**config.mk**
```make
export PLATFORM = sky130hd
export DESIGN_NAME = ata_cmd_snoop
export DESIGN_NICKNAME = d
export VERILOG_FILES = /design/src/rtl/ata_snoop_pkg.sv /design/src/rtl/ata_cmd_capture.sv /design/src/rtl/ata_opcode_decode.sv /design/src/rtl/ata_mode_fsm.sv /design/src/rtl/ata_cmd_snoop.sv
export SDC_FILE = /design/constraint.sdc
export NUM_CORES = 1
export LEC_CHECK = 0
export BUFFER_PORTS_ARGS = -buffer_cell sky130_fd_sc_hd__buf_2
export CAP_MARGIN = 15
export CORE_AREA = 2 2 43 45
export DETAILED_ROUTE_END_ITERATION = 6
export DIE_AREA = 0 0 45 47
export PLACE_DENSITY = 0.73
export SLEW_MARGIN = 30
export SYNTH_ARGS = -nofsm -noshare
export SYNTH_HDL_FRONTEND = slang
export SYNTH_SLANG_ARGS = --single-unit
```
**constraint.sdc**
```tcl
create_clock -name clk -period 2.75 [get_ports clk]
set_input_delay 0.275 -clock clk [delete_from_list [all_inputs] [get_ports clk]]
set_output_delay 0.275 -clock clk [all_outputs]
set_load 0.005 [all_outputs]
```
**src/rtl/ata_snoop_pkg.sv**
```systemverilog
package ata_snoop_pkg;

    localparam int OP_W = 8;

    typedef enum logic [1:0] {
        MODE_PIO    = 2'd0,
        MODE_DMA_RD = 2'd1,
        MODE_DMA_WR = 2'd2
    } bus_mode_e;

    typedef struct packed {
        bus_mode_e mode;
    } fsm_state_t;

endpackage

```
**src/rtl/ata_cmd_capture.sv**
```systemverilog
module ata_cmd_capture
    import ata_snoop_pkg::*;
#(
    parameter int                ADDR_W   = 3,
    parameter logic [ADDR_W-1:0] CMD_ADDR = 3'd7
) (
    input  logic              clk,
    input  logic              rst,
    input  logic [ADDR_W-1:0] addr,
    input  logic              cs0_n,
    input  logic              cs1_n,
    input  logic              wr_n,
    input  logic [OP_W-1:0]   dat,
    output logic              evt_valid,
    output logic [OP_W-1:0]   evt_op
);

    typedef struct packed {
        logic              wr_n;
        logic [ADDR_W-1:0] addr;
        logic              cs0_n;
        logic              cs1_n;
        logic [OP_W-1:0]   op;
        logic              evt;
        logic [OP_W-1:0]   evt_op;
    } cap_t;

    cap_t cap_d, cap_q;
    logic strobe_rise;
    logic cmd_reg_hit;

    always_comb begin
        // Rising edge of the strobe: high now, low at the previous edge.
        strobe_rise = wr_n & ~cap_q.wr_n;
        // Address and chip selects as they stood while the strobe was low.
        cmd_reg_hit = ~cap_q.cs0_n & cap_q.cs1_n & (cap_q.addr == CMD_ADDR);

        cap_d        = cap_q;
        cap_d.wr_n   = wr_n;
        cap_d.addr   = addr;
        cap_d.cs0_n  = cs0_n;
        cap_d.cs1_n  = cs1_n;
        cap_d.op     = dat;
        cap_d.evt    = strobe_rise & cmd_reg_hit;
        cap_d.evt_op = cap_q.op;
    end

    always_ff @(posedge clk) begin
        if (rst) begin
            cap_q <= '{wr_n: 1'b1, addr: '0, cs0_n: 1'b1, cs1_n: 1'b1,
                       op: '0, evt: 1'b0, evt_op: '0};
        end else begin
            cap_q <= cap_d;
        end
    end

    assign evt_valid = cap_q.evt;
    assign evt_op    = cap_q.evt_op;

endmodule

```
**src/rtl/ata_opcode_decode.sv**
```systemverilog
module ata_opcode_decode
    import ata_snoop_pkg::*;
#(
    parameter int                   N_RD   = 2,
    parameter logic [N_RD*OP_W-1:0] RD_OPS = 16'h25C8,
    parameter int                   N_WR   = 2,
    parameter logic [N_WR*OP_W-1:0] WR_OPS = 16'h35CA
) (
    input  logic [OP_W-1:0] op,
    output logic            is_rd,
    output logic            is_wr
);

    logic [N_RD-1:0] rd_match;
    logic [N_WR-1:0] wr_match;

    for (genvar gi = 0; gi < N_RD; gi++) begin : g_rd
        assign rd_match[gi] = (op == RD_OPS[gi*OP_W +: OP_W]);
    end

    for (genvar gj = 0; gj < N_WR; gj++) begin : g_wr
        assign wr_match[gj] = (op == WR_OPS[gj*OP_W +: OP_W]);
    end

    // If the lists ever overlap, the read direction wins.
    assign is_rd = |rd_match;
    assign is_wr = (|wr_match) & ~is_rd;

endmodule

```
**src/rtl/ata_mode_fsm.sv**
```systemverilog
module ata_mode_fsm
    import ata_snoop_pkg::*;
(
    input  logic      clk,
    input  logic      rst,
    input  logic      evt_valid,
    input  logic      is_rd,
    input  logic      is_wr,
    input  logic      rd_done,
    input  logic      wr_done,
    output bus_mode_e mode
);

    fsm_state_t st_d, st_q;

    always_comb begin
        st_d = st_q;
        unique case (st_q.mode)
            MODE_PIO: begin
                if (evt_valid && is_rd) begin
                    st_d.mode = MODE_DMA_RD;
                end else if (evt_valid && is_wr) begin
                    st_d.mode = MODE_DMA_WR;
                end
            end
            MODE_DMA_RD: begin
                if (rd_done) st_d.mode = MODE_PIO;
            end
            MODE_DMA_WR: begin
                if (wr_done) st_d.mode = MODE_PIO;
            end
            default: st_d.mode = MODE_PIO;
        endcase
    end

    always_ff @(posedge clk) begin
        if (rst) st_q <= '{mode: MODE_PIO};
        else     st_q <= st_d;
    end

    assign mode = st_q.mode;

endmodule

```
**src/rtl/ata_cmd_snoop.sv**
```systemverilog
module ata_cmd_snoop
    import ata_snoop_pkg::*;
#(
    parameter int                   ADDR_W   = 3,
    parameter logic [ADDR_W-1:0]    CMD_ADDR = 3'd7,
    parameter int                   N_RD     = 2,
    parameter logic [N_RD*OP_W-1:0] RD_OPS   = 16'h25C8,
    parameter int                   N_WR     = 2,
    parameter logic [N_WR*OP_W-1:0] WR_OPS   = 16'h35CA
) (
    input  logic              clk,
    input  logic              rst,
    input  logic [ADDR_W-1:0] host_addr,
    input  logic              host_cs0_n,
    input  logic              host_cs1_n,
    input  logic              host_wr_n,
    input  logic [OP_W-1:0]   host_dat,
    input  logic              rd_done,
    input  logic              wr_done,
    output logic              sel_pio,
    output logic              sel_rd_pipe,
    output logic              sel_wr_pipe,
    output logic [1:0]        mode
);

    logic            evt_valid;
    logic [OP_W-1:0] evt_op;
    logic            is_rd;
    logic            is_wr;
    bus_mode_e       cur_mode;

    ata_cmd_capture #(
        .ADDR_W   (ADDR_W),
        .CMD_ADDR (CMD_ADDR)
    ) i_capture (
        .clk       (clk),
        .rst       (rst),
        .addr      (host_addr),
        .cs0_n     (host_cs0_n),
        .cs1_n     (host_cs1_n),
        .wr_n      (host_wr_n),
        .dat       (host_dat),
        .evt_valid (evt_valid),
        .evt_op    (evt_op)
    );

    ata_opcode_decode #(
        .N_RD   (N_RD),
        .RD_OPS (RD_OPS),
        .N_WR   (N_WR),
        .WR_OPS (WR_OPS)
    ) i_decode (
        .op    (evt_op),
        .is_rd (is_rd),
        .is_wr (is_wr)
    );

    ata_mode_fsm i_fsm (
        .clk       (clk),
        .rst       (rst),
        .evt_valid (evt_valid),
        .is_rd     (is_rd),
        .is_wr     (is_wr),
        .rd_done   (rd_done),
        .wr_done   (wr_done),
        .mode      (cur_mode)
    );

    always_comb begin
        sel_pio     = (cur_mode == MODE_PIO);
        sel_rd_pipe = (cur_mode == MODE_DMA_RD);
        sel_wr_pipe = (cur_mode == MODE_DMA_WR);
        mode        = cur_mode;
    end

endmodule

```
# Word level (Yosys, flattened, before mapping)
# Cells that the tools add are included.
# totals
input_bits,18
ff_bits,25
rom_bits,0
wordCells,37
out_inout_bits,5
ram_bits,0
latchBits,0
memories,0
# op_classes
n_shift,0
n_mux,5
add_sub_neg,0
multipliers,0
eq_ne,10
bitwise_logic,8
div_mod_pow,0
reduce_logical,6
n_lt_le_gt_ge,0
# ops
cell,n
8-bit by 6-bit equality test with 1-bit output (second input constant),2
8-bit equality test (second input constant),2
2-bit 2-to-1 mux,4
2-bit case mux with 3 select lines,1
1-bit bitwise AND,5
2-bit != test (second input constant),2
2-bit OR reduction,2
3-bit equality test (second input constant),1
3-bit by 1-bit != test with 1-bit output (second input constant),1
1-bit inverter,3
3-bit AND reduction,1
2-bit by 1-bit equality test with 1-bit output (second input constant),1
2-bit equality test (second input constant),1
1-bit logical AND,2
2-bit logical NOT,1

# Longest topological paths before layout
# Gate-level depths: netlist of run 1.
# logic_depth
depth_word,8
mapped_depth,4
mapped_depth_nobuf,4

# By module
# Synthesis of run 1 repeated with hierarchy kept, for this count alone.
# unflattened
hier_cells,79
hier_area_um2,873.3
# by_module_without_submodules
module,seq_area_each_um2,n_inst,cells_each,area_per_inst_um2
ata_cmd_capture,460.4,1,58,699.4
ata_mode_fsm,40.0,1,8,96.3
ata_opcode_decode,0.0,1,10,58.8
ata_cmd_snoop,0.0,1,3,18.8

# Worst setup path before layout of run 1
# No wires, ideal clock.
# synth_timing
kind,reg-to-reg
start,"register i_capture.cap_q, in the netlist i_capture.evt_op[2]"
end,"register i_fsm.st_q, in the netlist i_fsm.mode[1]"
synth_period_minus_slack_ps,1506
arrival_ps,1392
path_slack_ps,1244
required_ps,2636
setup_time_ps,114
stages_incl_launch_ff,5
path_buffers,0
path_cell_list,dfxtp_1 -> or4b_1 -> nor3_2 -> a32o_2 -> a2bb2o_4
# synth_between
elab_chain_len,7
word_cells_on_any_way,14
cone_classes,eq/ne: 5; mux: 2; bitwise: 2; reduce/logical: 5
# synth_rtl
item,line,source
"start, declared",ata_cmd_capture.sv:28,"cap_t cap_d, cap_q;"
"start signal, assigned",ata_cmd_capture.sv:50,"cap_q <= '{wr_n: 1'b1, addr: '0, cs0_n: 1'b1, cs1_n: 1'b1,"
"start signal, assigned",ata_cmd_capture.sv:53,cap_q <= cap_d;
8-bit equality test or 8-bit by 6-bit equality test with 1-bit output (tied branches),ata_opcode_decode.sv:18,assign rd_match[gi] = (op == RD_OPS[gi*OP_W +: OP_W]);
2-bit OR reduction,ata_opcode_decode.sv:26,assign is_rd = |rd_match;
1-bit inverter,ata_opcode_decode.sv:27,assign is_wr = (|wr_match) & ~is_rd;
1-bit bitwise AND,ata_opcode_decode.sv:27,
1-bit logical AND,ata_mode_fsm.sv:22,end else if (evt_valid && is_wr) begin
3-bit by 1-bit != test with 1-bit output (no source line),n/a,
3-bit AND reduction (no source line),n/a,
"end signal, assigned",ata_mode_fsm.sv:37,if (rst) st_q <= '{mode: MODE_PIO};
"end signal, assigned",ata_mode_fsm.sv:38,else st_q <= st_d;
"end, declared",ata_mode_fsm.sv:14,"fsm_state_t st_d, st_q;"
# Parallel ways exist; a longest one is shown, timed or not.
# A chain may end at the register's enable or synchronous reset.

# Worst setup path in the final report of run 1
# Same ends and word-level chain as after synthesis.

==> results of run 1 <==
[per-layer routing]
layer	routed length [µm]	up-vias
li1	-	278
met4	23	0
met2	496	16
met1	444	217
met5	0	-
met3	58	2
[how the worst max path moves through the flow]
| stage | startpoint | to | slack, ns | cells after the start |
|---|---|---|---|---|
| floorplan | i_capture.evt_op[2] | i_fsm.mode[1] | 1.24 | 4 |
| global placement | i_capture.evt_op[2] | i_fsm.mode[1] | 1.22 | 4 |
| detailed placement | i_capture.evt_op[2] | i_fsm.mode[1] | 1.20 | 4 |
| CTS | i_capture.evt_op[2] | i_fsm.mode[1] | 1.17 | 4 |
| global route | i_capture.evt_op[2] | i_fsm.mode[1] | 1.09 | 4 |
| finish | i_capture.evt_op[2] | i_fsm.mode[1] | 1.18 | 4 |
[logic make-up after synthesis]
logic type,count (synthesis),share of synthesized area (%)
AND/OR/NAND/NOR,37,29.0
flip-flops,25,62.7
AO/OA/AOI/OAI,4,6.43
buffers and inverters,4,1.88
[per-stage QoR]
| step | hold slack (ns) | area (µm²) | instances | setup slack [ns] |
|---|---|---|---|---|
| 5_1_grt | 0.119 | 950 | 111 | 1.09 |
| 3_5_place_dp | 0.421 | 922 | 107 | 1.20 |
| 4_1_cts | 0.123 | 950 | 111 | 1.17 |
| 6_report | 0.133 | 950 | 111 | 1.18 |
| 2_1_floorplan | 0.347 | 798 | 70 | 1.24 |
| 3_3_place_gp | 0.420 | 922 | 107 | 1.22 |
[critical path: stages (launching register included)]
cell,delay [ns]
sky130_fd_sc_hd__dfxtp_1,0.32
sky130_fd_sc_hd__or4b_1,0.53
sky130_fd_sc_hd__nor3_2,0.20
sky130_fd_sc_hd__a32o_2,0.23
sky130_fd_sc_hd__a2bb2o_4,0.21
[cell usage in the layout, fill, tap and decap left out, drive strengths merged, types with 2 or more instances in the layout]
| master | netlist | final |
|---|---|---|
| dfxtp | 25 | 25 |
| nor2b | 22 | 22 |
| buf | 0 | 22 |
| nor2 | 4 | 4 |
| or2 | 3 | 3 |
| clkbuf | 2 | 3 |
| inv | 2 | 2 |
| nand2 | 2 | 2 |
| a32o | 2 | 2 |
[flip-flops by register name, indices dropped and copies added (netlist names)]
name and count:
i_capture.cap_d 8, i_capture.cap_q 6, i_capture.evt_op 8, i_capture.evt_valid 1, i_fsm.mode 2
[power by group through the flow]
stage / combinational, µW / sequential, µW / clock (µW)
global route: 33.6 / 384 / 173
finish: 29.5 / 382 / 153
floorplan: 16.9 / 389 / 0
global placement: 29.4 / 390 / 0
detailed placement: 30.0 / 390 / 0
CTS: 30.1 / 382 / 160
[layout make-up]
type	count	share of cell area, %
Sequential cell	25	52.7
Inverter	2	0.791
Multi-Input combinational cell	41	29.8
Clock inverter	1	0.527
Clock buffer	3	2.37
Tap cell	17	2.24
Timing Repair Buffer	22	11.6
==> metrics.log, run 1 <==
INFO  metric switchingPower = 114 µW
INFO  metric nets = 113
INFO  metric start_util = 48.3%
INFO  metric area_of_combinational_cells_with_multiple_inputs = between 200 and 300 µm²
INFO  metric hold_buffers = 0
INFO  metric layout.core_utilization = a little under three fifths
INFO  metric cts_root_buffer = sky130_fd_sc_hd__clkbuf_4
INFO  metric cts.repair_timing.setup_buffer_count = 0
INFO  metric pin_count = 23
INFO  metric p_total = 564 µW
INFO  metric critPathArrivalTime = between 1.5 and 2 ns
INFO  metric cts_inserted_buffers = 3
INFO  metric clock-sinks = 25
INFO  metric first_global_vias = around 420
INFO  metric synth_area_per_cell = 11.4 µm²
INFO  metric std_cell_rows = 15
INFO  metric die_w = approximately 45 µm
INFO  metric r2r_setup_slack = 1.18 ns
INFO  metric cts_resized = 0
INFO  metric ant_nets = 0
INFO  metric holdCritStartpoint = host_cs1_n
INFO  metric worstSetupPathType = flip-flop to flip-flop
INFO  metric yosys.cell_types.count = 16
INFO  metric grt.met1_usage = 10.7%
INFO  metric min_period = 1.57 ns
INFO  metric antenna_cells_inserted = 0
INFO  metric area_growth = 19.0%
INFO  metric violation_count_after_the_first_detailed_route_iteration = 0
INFO  metric hold-path-endpoint = i_capture.cap_q[17]
INFO  metric die_h = around 47 µm
INFO  metric initial_antenna_violation_count = 0
INFO  metric power.density_cell_area = around 590 nW/µm²
INFO  metric reg2reg_from = i_capture.evt_op[2]
INFO  metric die_area = around 2100 µm²
INFO  metric post_drt_wl_per_cell = 9.22 µm
INFO  metric place_congestion = 0.841
INFO  metric hold_path.class = input pin to flip-flop
INFO  metric worst_r2r_path_depth = 4
INFO  metric critical_path.reg2reg.endpoint = i_fsm.mode[1]
INFO  metric seq_power_share = 67.6%
INFO  metric timing.final.max_slew_violations = 0
INFO  metric synthesis.yosys.warnings = 0
INFO  metric grt_usage = between 10% and 20%
INFO  metric edff_count_synth = 0
INFO  metric setup-violations-final = 0
INFO  metric grt_max_degree = 26
INFO  metric detail_route.first_pass.iterations = 1
INFO  metric yosys-top-cells-count = 25 x sky130_fd_sc_hd__dfxtp_1, 22 x sky130_fd_sc_hd__nor2b_1, 4 x sky130_fd_sc_hd__nor2_1
INFO  metric htree_levels = 1
INFO  metric cts.path.max_buffers = 2
INFO  metric ys_async_sr_fraction = 0%
INFO  metric syn_area = 798 µm²
INFO  metric worst_hold_stages = 2
INFO  metric drive_above_1_share = 35.1%
INFO  metric post-synth-top-area-fraction = 62.7%
INFO  metric globalRouteOverflowTotal = 0
INFO  metric critPathMaxFanout = 2
INFO  metric postSynthNetCount = 88
INFO  metric worst_case_headroom_to_the_max_slew_limit = 74.3%
INFO  metric area.sequential = 500 µm²
INFO  metric cts_tree = yes
INFO  metric skew = 0.00898 ns
INFO  metric post_dp_hpwl = 773 µm
INFO  metric clkPwrFrac = 27.2%
INFO  metric grtUsageMet2 = 18.0%
INFO  metric max_slew.worst_pin.slew = 0.385 ns
INFO  metric dr_total_vias = 513
INFO  metric p_sw_share = around 20%
INFO  metric synthFlopType = sky130_fd_sc_hd__dfxtp_1
INFO  metric synth_area_leader_cell = sky130_fd_sc_hd__dfxtp_1
INFO  metric most_numerous_cell_in_the_yosys_netlist = sky130_fd_sc_hd__dfxtp_1
INFO  metric crit_path_start_kind = flip-flop
INFO  metric grt_first_pass_wirelength = 1.55 mm
INFO  metric grt_busiest_layer = met2
INFO  metric run_status = finished, final reports clean
INFO  metric power.share.combinational = 5.2%
INFO  metric maxClockFrequency = 636 MHz
INFO  metric unrepaired_setup_endpoints_after_global_routing = false
INFO  metric critPathRequiredTime = 2.96 ns
INFO  metric totalNegativeSetupSlack = 0 ns
INFO  metric finalCritPeriodShare = 57.2%
INFO  metric io_buf_count = 22
INFO  metric cellInternalPower = 450 µW
INFO  metric end_kind = flip-flop
INFO  metric path_clk_slew = 0.13 ns
INFO  metric clkLatencyLatePin = approximately 0.31 ns
INFO  metric vdd_ir_drop_max = 0.394 mV
INFO  metric postSynthCellCount = 70
INFO  metric routed_via_density = around 4.6
INFO  metric fill_cells = 153
INFO  metric number_of_maximum_capacitance_violations = 0
INFO  metric synthTopCellsByArea = sky130_fd_sc_hd__dfxtp_1 63%, sky130_fd_sc_hd__nor2b_1 17%, sky130_fd_sc_hd__a32o_2 2.8%
INFO  metric global_route.usage.met3 = 3.46%
INFO  metric design.core.area = 1650 µm²
INFO  metric detail_route.drc_violations = 0
INFO  metric total_leakage_power = 0.000419 µW
INFO  metric hold_viol_final = 0
INFO  metric finalWirelength = a little over 1 mm
INFO  metric ys_seq_elements = 25
INFO  metric synth_sequential_area_ratio = a little over three fifths
Note: power is estimated with default switching activity, not from simulation.
==> run 2, diff against run 1 <==
CORE_AREA = 2 2 47 49   (was 2 2 43 45)
DIE_AREA = 0 0 49 51   (was 0 0 45 47)
PLACE_DENSITY = 0.64   (was 0.73)
clock period = 1.33 ns   (was 2.75 ns; I/O delays follow)
==> run 2 against run 1 <==
Effect of this change:
- the run now ends with negative setup slack left
- cell area is 7.5% higher
- cell count rose by 14%
- maximum frequency rose by 3.3%
- via count increased by 6.8%
- critical path depth did not move
- sequential power grew 110%
- first-iteration DRC count up 8
- die area up 18%
- non-clock buffer count increased by 5
- combinational power grew to 2.6 times the previous value
- largest cell class unchanged
- largest power group unchanged
==> metrics.log, run 2 (same netlist as run 1, synthesis figures left out) <==
INFO  metric start_util = 38.7% (-9.6 points)
INFO  metric critPathRequiredTime = 1.54 ns (-1.42 ns)
INFO  metric initial_antenna_violation_count = 0 (unchanged)
INFO  metric cts.repair_timing.setup_buffer_count = 0 (unchanged)
INFO  metric end_kind = flip-flop
INFO  metric max_stage_delay_cell_worst_path = sky130_fd_sc_hd__or4b_4
INFO  metric cts_root_buffer = sky130_fd_sc_hd__clkbuf_4
INFO  metric layout_setup_ws = -0.192 ns (-1.37 ns)
INFO  metric grt_max_degree = 14 (-46%)
INFO  metric detail_route.drc_violations = 0 (unchanged)
INFO  metric post_dp_hpwl = 857 µm (+11%)
INFO  metric setup-violations-final = 2 (+2)
INFO  metric skew = 0.00142 ns (-0.00756 ns)
INFO  metric pre_cts_ws = -0.190 ns (-1.39 ns)
INFO  metric commonest_non_fill_non_tap_cell_in_the_layout = sky130_fd_sc_hd__dfxtp_1
INFO  metric io_buf_count = 22 (unchanged)
INFO  metric violation_count_after_the_first_detailed_route_iteration = 8 (+8)
INFO  metric violations = negative setup slack
INFO  metric delay_heaviest_family_cp = simple AND/OR/NAND/NOR gates
INFO  metric area_growth = 27.9%
INFO  metric nets = 118 (+4.4%)
INFO  metric met1_length = 492 µm (+11%)
INFO  metric cpPeakStageDelay = 0.54 ns (about the same)
INFO  metric finalCritPeriodShare = 114% (+57 points)
INFO  metric cts_tree = yes
INFO  metric die_h = 51 µm (+8.5%)
INFO  metric holdWs = 0.0264 ns (-0.106 ns)
INFO  metric power.density_cell_area = 1150 nW/µm² (+94%)
INFO  metric die_area = 2500 µm² (+18%)
INFO  metric antenna_cells_inserted = 0 (unchanged)
INFO  metric vdd_ir_drop_max = 0.736 mV (+87%)
INFO  metric design.core.area = 2060 µm² (+25%)
INFO  metric worstSetupPathType = flip-flop to flip-flop
INFO  metric std_cell_rows = 17 (+2)
INFO  metric dr_total_vias = 548 (+6.8%)
INFO  metric routed_via_density = 4.31 (-6.6%)
INFO  metric post_drt_wl_per_cell = 9.27 µm (+0.56%)
INFO  metric maxClockFrequency = 657 MHz (+3.3%)
INFO  metric worst_case_headroom_to_the_max_slew_limit = 80.7% (+6.4 points)
INFO  metric clkPwrFrac = 26.6% (-0.6 points)
INFO  metric cp_cell_sequence = or4b_4 > nor3_4 > a32o_2 > a2bb2o_4
INFO  metric top_routing_layer_in_use = met4
INFO  metric place_congestion = 0.836 (-0.67%)
INFO  metric switchingPower = 234 µW (+110%)
INFO  metric pin_count = 23 (unchanged)
INFO  metric finalWirelength = 1.18 mm (+15%)
INFO  metric grt_usage = 10.4% (-0.16 points)
INFO  metric path_clk_slew = 0.12 ns (about the same)
INFO  metric timing.final.max_slew_violations = 0 (unchanged)
INFO  metric critPathArrivalTime = 1.73 ns (-0.06 ns)
INFO  metric crit_path_start_kind = flip-flop
INFO  metric max_slew.worst_pin.slew = 0.287 ns (-0.0987 ns)
INFO  metric unrepaired_setup_endpoints_after_global_routing = true
INFO  metric clock-sinks = 25 (unchanged)
INFO  metric cts.path.max_buffers = 2 (unchanged)
INFO  metric worst_path_buf_inv = 0 (unchanged)
INFO  metric routed_length_on_met3 = 60 µm (+3.4%)
INFO  metric critPathMaxFanout = 2 (unchanged)
INFO  metric cellInternalPower = 945 µW (+110%)
INFO  metric seq_power_share = 67.0% (-0.6 points)
INFO  metric ant_nets = 0 (unchanged)
INFO  metric clkLatencyLatePin = 0.30 ns (about the same)
INFO  metric detail_route.first_pass.iterations = 4 (+3)
INFO  metric min_period = 1.52 ns (-0.0509 ns)
INFO  metric grt_first_pass_wirelength = 1.93 mm (+25%)
INFO  metric globalRouteOverflowTotal = 0 (unchanged)
INFO  metric first_global_vias = 487 (+15%)
INFO  metric power.share.combinational = 6.4% (+1.2 points)
INFO  metric drive_above_1_share = 37.4% (+2.3 points)
INFO  metric cts_inserted_buffers = 3 (unchanged)
INFO  metric die_w = 49 µm (+8.9%)
INFO  metric htree_levels = 1 (unchanged)
INFO  metric p_sw_share = 19.9% (-0.38 points)
INFO  metric hold_viol_final = 0 (unchanged)
INFO  metric hold_path.class = input pin to flip-flop
INFO  metric met2_length = 615 µm (+24%)
INFO  metric total_leakage_power = 0.000444 µW (+6.0%)
INFO  metric run_status = finished with violations
INFO  metric layout.cells.most_common_list = 25 x sky130_fd_sc_hd__dfxtp_1, 22 x sky130_fd_sc_hd__nor2b_1, 22 x sky130_fd_sc_hd__buf_2
INFO  metric number_of_maximum_capacitance_violations = 0 (unchanged)
-- run 2: cell types whose count changed in the layout (fill, tap and decap cells not counted) --
cell                            before  now
sky130_fd_sc_hd__nor3_4              0    1
sky130_fd_sc_hd__clkbuf_1            0    1
sky130_fd_sc_hd__nor3_2              1    0
sky130_fd_sc_hd__nor4_1              1    0
sky130_fd_sc_hd__or4b_4              0    1
sky130_fd_sc_hd__dlygate4sd3_1       0    2
sky130_fd_sc_hd__nor4_2              0    1
sky130_fd_sc_hd__or4b_1              1    0
sky130_fd_sc_hd__buf_4               0    3
sky130_fd_sc_hd__clkinv_2            1    0
-- run 2: worst reg2reg max path: stages (launching register included) --
cell and delay [ns]:
sky130_fd_sc_hd__dfxtp_1 0.33, sky130_fd_sc_hd__or4b_4 0.54, sky130_fd_sc_hd__nor3_4 0.14, sky130_fd_sc_hd__a32o_2 0.21, sky130_fd_sc_hd__a2bb2o_4 0.21
-- run 2: layout make-up --
cell class,count,area [µm²]
Clock buffer,4,26.3
Timing Repair Buffer,27,153
Sequential cell,25,500
Inverter,2,7.51
Tap cell,28,35.0
Fill cell,215,1040
Multi-Input combinational cell,41,299
-- run 2: through the flow --
step | cell area, µm² | util, % | total power (µW) | TNS, ns | cells
final | 1020 | 49.5 | 1180 | -0.288 | 127
after global routing | 1020 | 49.5 | 1240 | -0.411 | 127
after floorplan | 798 | - | 839 | -0.128 | 70
after CTS | 995 | 48.2 | 1190 | -0.297 | 125
after global placement | 958 | 46.5 | 873 | -0.180 | 121
after detailed placement | 958 | 46.5 | 876 | -0.269 | 121
-- run 2: layer usage --
layer	track usage, %	vias to the layer above
met3	3.80	2
li1	-	288
met1	11.9	242
met2	16.9	16
met4	5.71	0
met5	0	-
-- run 2: power by group through the flow --
stage / clock network [µW] / logic (µW) / registers [µW]
6_report: 314 / 75.6 / 789
5_1_grt: 363 / 84.3 / 794
4_1_cts: 324 / 71.5 / 790
3_5_place_dp: 0 / 69.5 / 807
3_3_place_gp: 0 / 67.2 / 805
2_1_floorplan: 0 / 34.8 / 804
-- run 2: timing repair --
item	in CTS	in global routing
gates resized for setup	2	1
hold buffers	0	2
gates cloned	0	0
hold endpoints to repair	0	2
setup endpoints to repair	2	2
-- run 2: worst paths after layout --
path	start	endpoint	slack (ns)	depth (start not counted)
max	i_capture.evt_op[5]	i_fsm.mode[1]	-0.19	4
min	host_wr_n	i_capture.cap_q[22]	0.03	2
max reg2reg	i_capture.evt_op[5]	i_fsm.mode[1]	-0.19	4
min reg2reg	i_capture.cap_d[0]	i_capture.evt_op[0]	0.45	1
